==> config.mk <==
export PLATFORM = sky130hd
export DESIGN_NAME = spi_clk_prescaler
export DESIGN_NICKNAME = d
export VERILOG_FILES = /design/src/rtl/spi_psc_pkg.sv /design/src/rtl/spi_psc_sel_decode.sv /design/src/rtl/spi_psc_div_chan.sv /design/src/rtl/spi_clk_prescaler.sv
export SDC_FILE = /design/constraint.sdc
export NUM_CORES = 1
export LEC_CHECK = 0
export BUFFER_PORTS_ARGS = -buffer_cell sky130_fd_sc_hd__buf_2
export CORE_MARGIN = 2
export CORE_UTILIZATION = 41
export CTS_CLUSTER_DIAMETER = 120
export DETAILED_ROUTE_END_ITERATION = 16
export PLACE_DENSITY = 0.56
export SLEW_MARGIN = 30
export SYNTH_ARGS = -nofsm -noshare
export SYNTH_HDL_FRONTEND = slang
export SYNTH_SLANG_ARGS = --single-unit
==> constraint.sdc <==
create_clock -name clk_i -period 4.6 [get_ports clk_i]
set_input_delay 1.15 -clock clk_i [delete_from_list [all_inputs] [get_ports clk_i]]
set_output_delay 1.15 -clock clk_i [all_outputs]
set_load 0.01 [all_outputs]
==> src/rtl/spi_psc_pkg.sv <==
package spi_psc_pkg;
  localparam int              SEL_W    = 16;
  localparam logic [7:0]      PRE_CODE = 8'h1F;
  localparam int              PRE_LOG2 = 5;
  localparam int              MAX_CODE = 4;
  localparam logic [15:0]     BYP_SEL  = 16'h0007;
  localparam int              N_CH     = 2;
  localparam int              CH_TX    = 0;
  localparam int              CH_RX    = 1;
endpackage

==> src/rtl/spi_psc_sel_decode.sv <==
module spi_psc_sel_decode #(
  parameter int              SEL_W    = 16,
  parameter logic [7:0]      PRE_CODE = 8'h1F,
  parameter int              PRE_LOG2 = 5,
  parameter int              MAX_CODE = 4,
  parameter logic [15:0]     BYP_SEL  = 16'h0007,
  parameter int              LOG_W    = 4
) (
  input  logic [SEL_W-1:0] sel_i,
  output logic [LOG_W-1:0] log_o
);
  localparam int HALF_W   = SEL_W / 2;
  localparam int FALLBACK = PRE_LOG2 + MAX_CODE + 1;

  logic [HALF_W-1:0] hi, lo;
  assign hi = sel_i[SEL_W-1:HALF_W];
  assign lo = sel_i[HALF_W-1:0];

  always_comb begin
    log_o = LOG_W'(FALLBACK);
    if (sel_i == SEL_W'(BYP_SEL)) begin
      log_o = '0;
    end else if (lo <= HALF_W'(MAX_CODE)) begin
      if (hi == '0)
        log_o = LOG_W'(int'(lo) + 1);
      else if (hi == HALF_W'(PRE_CODE))
        log_o = LOG_W'(int'(lo) + PRE_LOG2 + 1);
    end
  end
endmodule

==> src/rtl/spi_psc_div_chan.sv <==
module spi_psc_div_chan #(
  parameter int LOG_W = 4,
  parameter int CNT_W = 10
) (
  input  logic             clk_i,
  input  logic             rst_ni,
  input  logic [LOG_W-1:0] log_i,
  output logic             tick_o,
  output logic             sck_o,
  output logic             sckq_o,
  output logic [LOG_W-1:0] log_o
);
  logic [LOG_W-1:0] cur_log;
  logic [CNT_W-1:0] cnt, last, half_m1;
  logic [CNT_W:0]   span;
  logic             wrap, tick_q, sck_q, byp;

  assign span    = (CNT_W+1)'(1) << cur_log;
  assign last    = CNT_W'(span - (CNT_W+1)'(1));
  assign half_m1 = CNT_W'((span >> 1) - (CNT_W+1)'(1));
  assign wrap    = (cnt == last);
  assign byp     = (cur_log == '0);

  // reset to the last count of the longest ratio: the first edge wraps
  always_ff @(posedge clk_i or negedge rst_ni) begin
    if (!rst_ni) begin
      cnt     <= '1;
      cur_log <= LOG_W'(CNT_W);
      tick_q  <= 1'b0;
      sck_q   <= 1'b0;
    end else begin
      tick_q <= wrap;
      if (wrap) begin
        cnt     <= '0;
        cur_log <= log_i;
        sck_q   <= 1'b0;
      end else begin
        cnt <= cnt + CNT_W'(1);
        if (cnt == half_m1) sck_q <= 1'b1;
      end
    end
  end

  assign tick_o = tick_q;
  assign sckq_o = sck_q;
  assign sck_o  = byp ? clk_i : sck_q;
  assign log_o  = cur_log;
endmodule

==> src/rtl/spi_clk_prescaler.sv <==
module spi_clk_prescaler
  import spi_psc_pkg::*;
#(
  parameter int          SEL_W_P    = SEL_W,
  parameter logic [7:0]  PRE_CODE_P = PRE_CODE,
  parameter int          PRE_LOG2_P = PRE_LOG2,
  parameter int          MAX_CODE_P = MAX_CODE
) (
  input  logic               clk_i,
  input  logic               rst_ni,
  input  logic [SEL_W_P-1:0] tx_sel_i,
  input  logic [SEL_W_P-1:0] rx_sel_i,
  output logic               tx_tick_o,
  output logic               tx_sck_o,
  output logic               rx_tick_o,
  output logic               rx_sck_o
);
  localparam int MAX_LOG = PRE_LOG2_P + MAX_CODE_P + 1;
  localparam int LOG_W   = $clog2(MAX_LOG + 1);
  localparam int CNT_W   = MAX_LOG;

  logic [N_CH-1:0][SEL_W_P-1:0] sel_w;
  logic [N_CH-1:0][LOG_W-1:0]   dec_w, log_w;
  logic [N_CH-1:0]              tick_w, sck_w, sckq_w;

  assign sel_w[CH_TX] = tx_sel_i;
  assign sel_w[CH_RX] = rx_sel_i;

  for (genvar ch = 0; ch < N_CH; ch++) begin : g_ch
    spi_psc_sel_decode #(
      .SEL_W(SEL_W_P), .PRE_CODE(PRE_CODE_P), .PRE_LOG2(PRE_LOG2_P),
      .MAX_CODE(MAX_CODE_P), .BYP_SEL(BYP_SEL), .LOG_W(LOG_W)
    ) u_dec (
      .sel_i(sel_w[ch]),
      .log_o(dec_w[ch])
    );
    spi_psc_div_chan #(.LOG_W(LOG_W), .CNT_W(CNT_W)) u_div (
      .clk_i (clk_i),
      .rst_ni(rst_ni),
      .log_i (dec_w[ch]),
      .tick_o(tick_w[ch]),
      .sck_o (sck_w[ch]),
      .sckq_o(sckq_w[ch]),
      .log_o (log_w[ch])
    );
  end

  assign tx_tick_o = tick_w[CH_TX];
  assign tx_sck_o  = sck_w[CH_TX];
  assign rx_tick_o = tick_w[CH_RX];
  assign rx_sck_o  = sck_w[CH_RX];
endmodule

* Word-level counts from Yosys, hierarchy flattened
Index checks and enable logic that the tools add are counted.
** Word-level totals
- Register bits :: 32
- Bits in latches :: 0
- Bits in writable memories :: 0
- Bits in read-only memories :: 0
- Input port bits :: 34
- Output and inout port bits :: 4
- Logic and storage cells :: 54
- Memories :: 0
** Cells by class
- Add/subtract/negate cells :: 12
- $mul :: 0
- Div/mod/pow operators :: 0
- Magnitude comparators :: 2
- Equal/unequal tests :: 8
- Shifts and indexed selects :: 2
- Muxes and demuxes :: 16
- Bitwise operators :: 0
- Reductions and logical operators :: 6
** Operators by type and width (number)
- 10-bit equality test :: 4
- 10-bit by 1-bit subtractor with 10-bit output, second input constant :: 4
- 16-bit by 3-bit equality test with 1-bit output, second input constant :: 2
- 4-bit 2-to-1 mux :: 8
- 1-bit by 4-bit << shifter with 11-bit output, first input constant :: 2
- 10-bit by 1-bit adder with 10-bit output, second input constant :: 2
- 10-bit 2-to-1 mux :: 2
- 8-bit by 5-bit equality test with 1-bit output, second input constant :: 2
- 8-bit by 3-bit less-or-equal comparator with 1-bit output, second input constant :: 2
- 8-bit logical NOT :: 2
- 4-bit by 1-bit adder with 4-bit output, second input constant :: 2
- 4-bit by 2-bit adder with 4-bit output, second input constant :: 2
- 4-bit by 3-bit adder with 4-bit output, second input constant :: 2
- 4-bit logical NOT :: 2
- 1-bit 2-to-1 mux :: 6
- 2-bit nonzero test :: 2

* Longest topological paths before layout
- Depth in word-level cells :: 6
- Mapped depth :: 13
- Depth with buffers taken out :: 9

* Modules after synthesis
Synthesis repeated with hierarchy kept, for this count alone.
** Unflattened totals
- Cells, all modules :: 428
- Area total of the unflattened synthesis :: 3440.8 um2
** Modules (own cells, without submodules)
- spi_psc_div_chan :: instances 2, cells each 182, area each 1495.2 um2, sequential area each 415.4 um2
- spi_psc_sel_decode :: instances 2, cells each 32, area each 225.2 um2, sequential area each 0.0 um2

==> flow_summary.toml <==
[outcome]
outcome = "complete, no violations"

[cts]
clkLatencyLatePin_ps = 380
cts_setup_buffers = 0
clkSlewWorstSetupHoldPaths_ps = 70
cts_hold_buffers = 0
cts_tree = "done"
post_cts_resize_count = 0

[layout]
layout.nets = 494
diodes = 0
n_fill_cell = 786
areaGrowthSynthToFinish_pct = 9.29
most-common-layout-cells = "sky130_fd_sc_hd__nor2_1 (44), sky130_fd_sc_hd__buf_2 (37), sky130_fd_sc_hd__nand2_1 (25), sky130_fd_sc_hd__a21oi_1 (24), sky130_fd_sc_hd__dfstp_2 (24)"
postLayoutCoreUtil_pct = 45.6
drive_gt1_share_pct = 21.2
stdcell_count = 553
finalInstanceArea_um2 = 3710
final-seq-area_um2 = 831
multi_input_area_um2 = 2290
final_common_cell = "sky130_fd_sc_hd__nor2_1"

[grt]
grt_max_degree = 33
grt_first_pass_wirelength_mm = 14.7
via_count_of_the_first_global_routing_pass = 3024
grt_remaining_overflow = 0
grt_util_all_layers_pct = 20.5
grt_antenna_before_repair = 0

[floorplan]
std_cell_rows = 33
die_height_um = 95.0
core_area_um2 = 8130
die_width_um = 95.0
dieArea_um2 = 9020
floorplan.initialDensity_pct = 41.7
num_io_pins = 38

[route]
drt_pass1_iterations = 5
routed_wl_mm = 8.56
wl_met3_um = 433
highest_signal_layer = "met4"
post-route-drc-count = 0
drtIter0Drc = 161
route.detailed.wl_per_inst_um = 15.5
route.detailed.vias_per_inst = 5.74
met2WireLength_mm = 4.11
antenna_left = 0
met1_length_mm = 3.93
via_count = 3172

[worst_setup_path]
critical-path-top-delay-family = "buffers and inverters"
timing.critical_path.required_ps = 3450
worstPathArrival_ps = 2930
endpoint_kind = "primary output"
worstPathCellList = "clkbuf_8 > clkbuf_8 > mux2_2 > buf_2"
worst_path_max_delay_cell = "sky130_fd_sc_hd__mux2_2"
cp.buffers_inverters = 3
worstPathMaxFanout = 2
critPathLaunchType = "clock port"
setup.worst_path.class = "clk -> out"
max_stage_delay_ps = 250
most_frequent_cp_cell = "sky130_fd_sc_hd__clkbuf_8"

[synthesis]
synth.lib_cells_used.distinct = 65
yosysTopAreaCell = "sky130_fd_sc_hd__dfstp_2"
ys_ff_latch = 32
synthTopCellsByArea = "sky130_fd_sc_hd__dfstp_2 (19%), sky130_fd_sc_hd__dfrtp_1 (5.9%), sky130_fd_sc_hd__xnor2_1 (5.7%)"
netlist_area_um2 = 3390
dominantRegCellSynth = "sky130_fd_sc_hd__dfstp_2"
synthCells = 430
synth_nets = 478
syn-mean-instance-area_um2 = 7.89
netlist.area_leader.share_pct = 18.6
ys.warnings.count = 0
number_of_enable_type_register_cells_in_the_synthesized_netlist = 0
yosysSeqAreaShare_pct = 24.5
async_flop_share_pct = 100

[pwr]
powerDensity_nw_per_um2 = 174
power.sequential.fraction_pct = 43.9
leakagePower_nw = 1.49
vdd.ir_drop.worst_uv = 84.4
share_comb_of_total_power_pct = 5.8
switching_part_of_the_total_pct = 22.9
switching_power_w = 0.000147
p_int_w = 0.000497
pwr-share-clk_pct = 50.4

[flow_run]
max_cap_violations = 0

[timing]
unrepaired_setup_endpoints_after_global_routing = "false"
fin_tns_setup_ps = 0
transition_time_of_the_tightest_slew_check_pin_ps = 739
slew-limit-headroom_pct = 50.7
worst_clock_skew_ps = 8.68
timing.final.hold_violations = 0
final_max_slew_viol_count = 0
count_of_endpoints_failing_setup_in_the_final_report = 0
setup_ws_ps = 518

[placement]
placedInstanceArea_um2 = 3560
preCtsSetupSlack_ps = 782
dp.final_hpwl_mm = 6.13
dp_cells = 540
gp_congestion = 0.939
portBuffers = 37

[hold_path]
min_path_type = "reg -> reg"
[through the flow]
step	hold WS (ps)	power, W
4_1_cts	522	0.000657
6_report	519	0.000644
3_5_place_dp	494	0.000325
5_1_grt	544	0.000681
2_1_floorplan	462	0.000300
3_3_place_gp	491	0.000324
[sequential cells by signal, indices dropped and copies added (netlist names)]
| signal | cells |
|---|---|
| g_ch.u_div.log_o | 8 |
| g_ch.u_div.cnt | 20 |
| g_ch.u_div.sckq_o | 2 |
| g_ch.u_div.tick_o | 2 |
[tightest hold or removal path: cells and delay by family, from the launching register on]
kind	cells	cell delay (ps)
AND/OR/NAND/NOR	1	90
AO/OA/AOI/OAI	1	40
flip-flops	1	350
[cell usage after synthesis (7+ instances only)]
library cell               count
sky130_fd_sc_hd__nor2_1       44
sky130_fd_sc_hd__nand2_1      25
sky130_fd_sc_hd__a21oi_1      24
sky130_fd_sc_hd__dfstp_2      24
sky130_fd_sc_hd__o21ai_0      23
sky130_fd_sc_hd__nand3_1      22
sky130_fd_sc_hd__xnor2_1      22
sky130_fd_sc_hd__clkbuf_1     20
sky130_fd_sc_hd__inv_1        19
sky130_fd_sc_hd__xor2_1       18
sky130_fd_sc_hd__ha_1         14
sky130_fd_sc_hd__nand2b_1     12
sky130_fd_sc_hd__and3_1        9
sky130_fd_sc_hd__nor2b_1       9
sky130_fd_sc_hd__a31oi_1       8
sky130_fd_sc_hd__dfrtp_1       8
sky130_fd_sc_hd__buf_2         7
[power groups by stage]
stage	logic, W	registers (W)	clock network (W)
finish	0.0000372	0.000283	0.000324
global route	0.0000426	0.000282	0.000356
CTS	0.0000379	0.000282	0.000336
detailed placement	0.0000378	0.000287	0.000000334
global placement	0.0000365	0.000287	0.000000334
floorplan	0.0000124	0.000287	0.000000334
[per-layer routing]
metal | vias up | global-route usage [%]
li1 | 1575 | -
met4 | 0 | 6.40
met3 | 11 | 4.07
met2 | 97 | 32.0
met5 | - | 0
met1 | 1489 | 28.4
[kinds of logic (layout without fill, tap and decap cells)]
| kind of cell | Yosys count | in the layout | synth area share [%] |
|---|---|---|---|
| flops | 32 | 32 | 24.5 |
| compound gates | 108 | 108 | 21.5 |
| fa+ha+maj | 14 | 14 | 5.16 |
| mux | 13 | 13 | 4.13 |
| xor+xnor | 40 | 40 | 10.3 |
| buf+inv | 58 | 76 | 8.15 |
| simple gates | 165 | 165 | 26.3 |
[layout make-up]
cell class                 count  share of cell area [%]
clock inverter                 2                   0.270
inverter                      19                    1.92
clock buffer                  13                    4.08
timing repair buffer          42                    6.14
sequential                    32                    22.4
tap                          105                    3.54
multi-input combinational    340                    61.6
[path summary, 6_finish.rpt]
| path | slack [ps] | from | depth (start not counted) | endpoint |
|---|---|---|---|---|
| max | 520 | clk_i | 4 | rx_sck_o |
| min | 520 | g_ch[1].u_div.sckq_o | 2 | g_ch[1].u_div.sckq_o |
| max reg2reg | 850 | g_ch[0].u_div.log_o[1] | 10 | g_ch[0].u_div.log_o[3] |
| min reg2reg | 520 | g_ch[1].u_div.sckq_o | 2 | g_ch[1].u_div.sckq_o |
| max in group asynchronous | 3300 | rst_ni | 1 | g_ch[0].u_div.log_o[2] |
| min in group asynchronous | 820 | rst_ni | 1 | g_ch[1].u_div.log_o[2] |
Power figures use the tool's default switching activity.
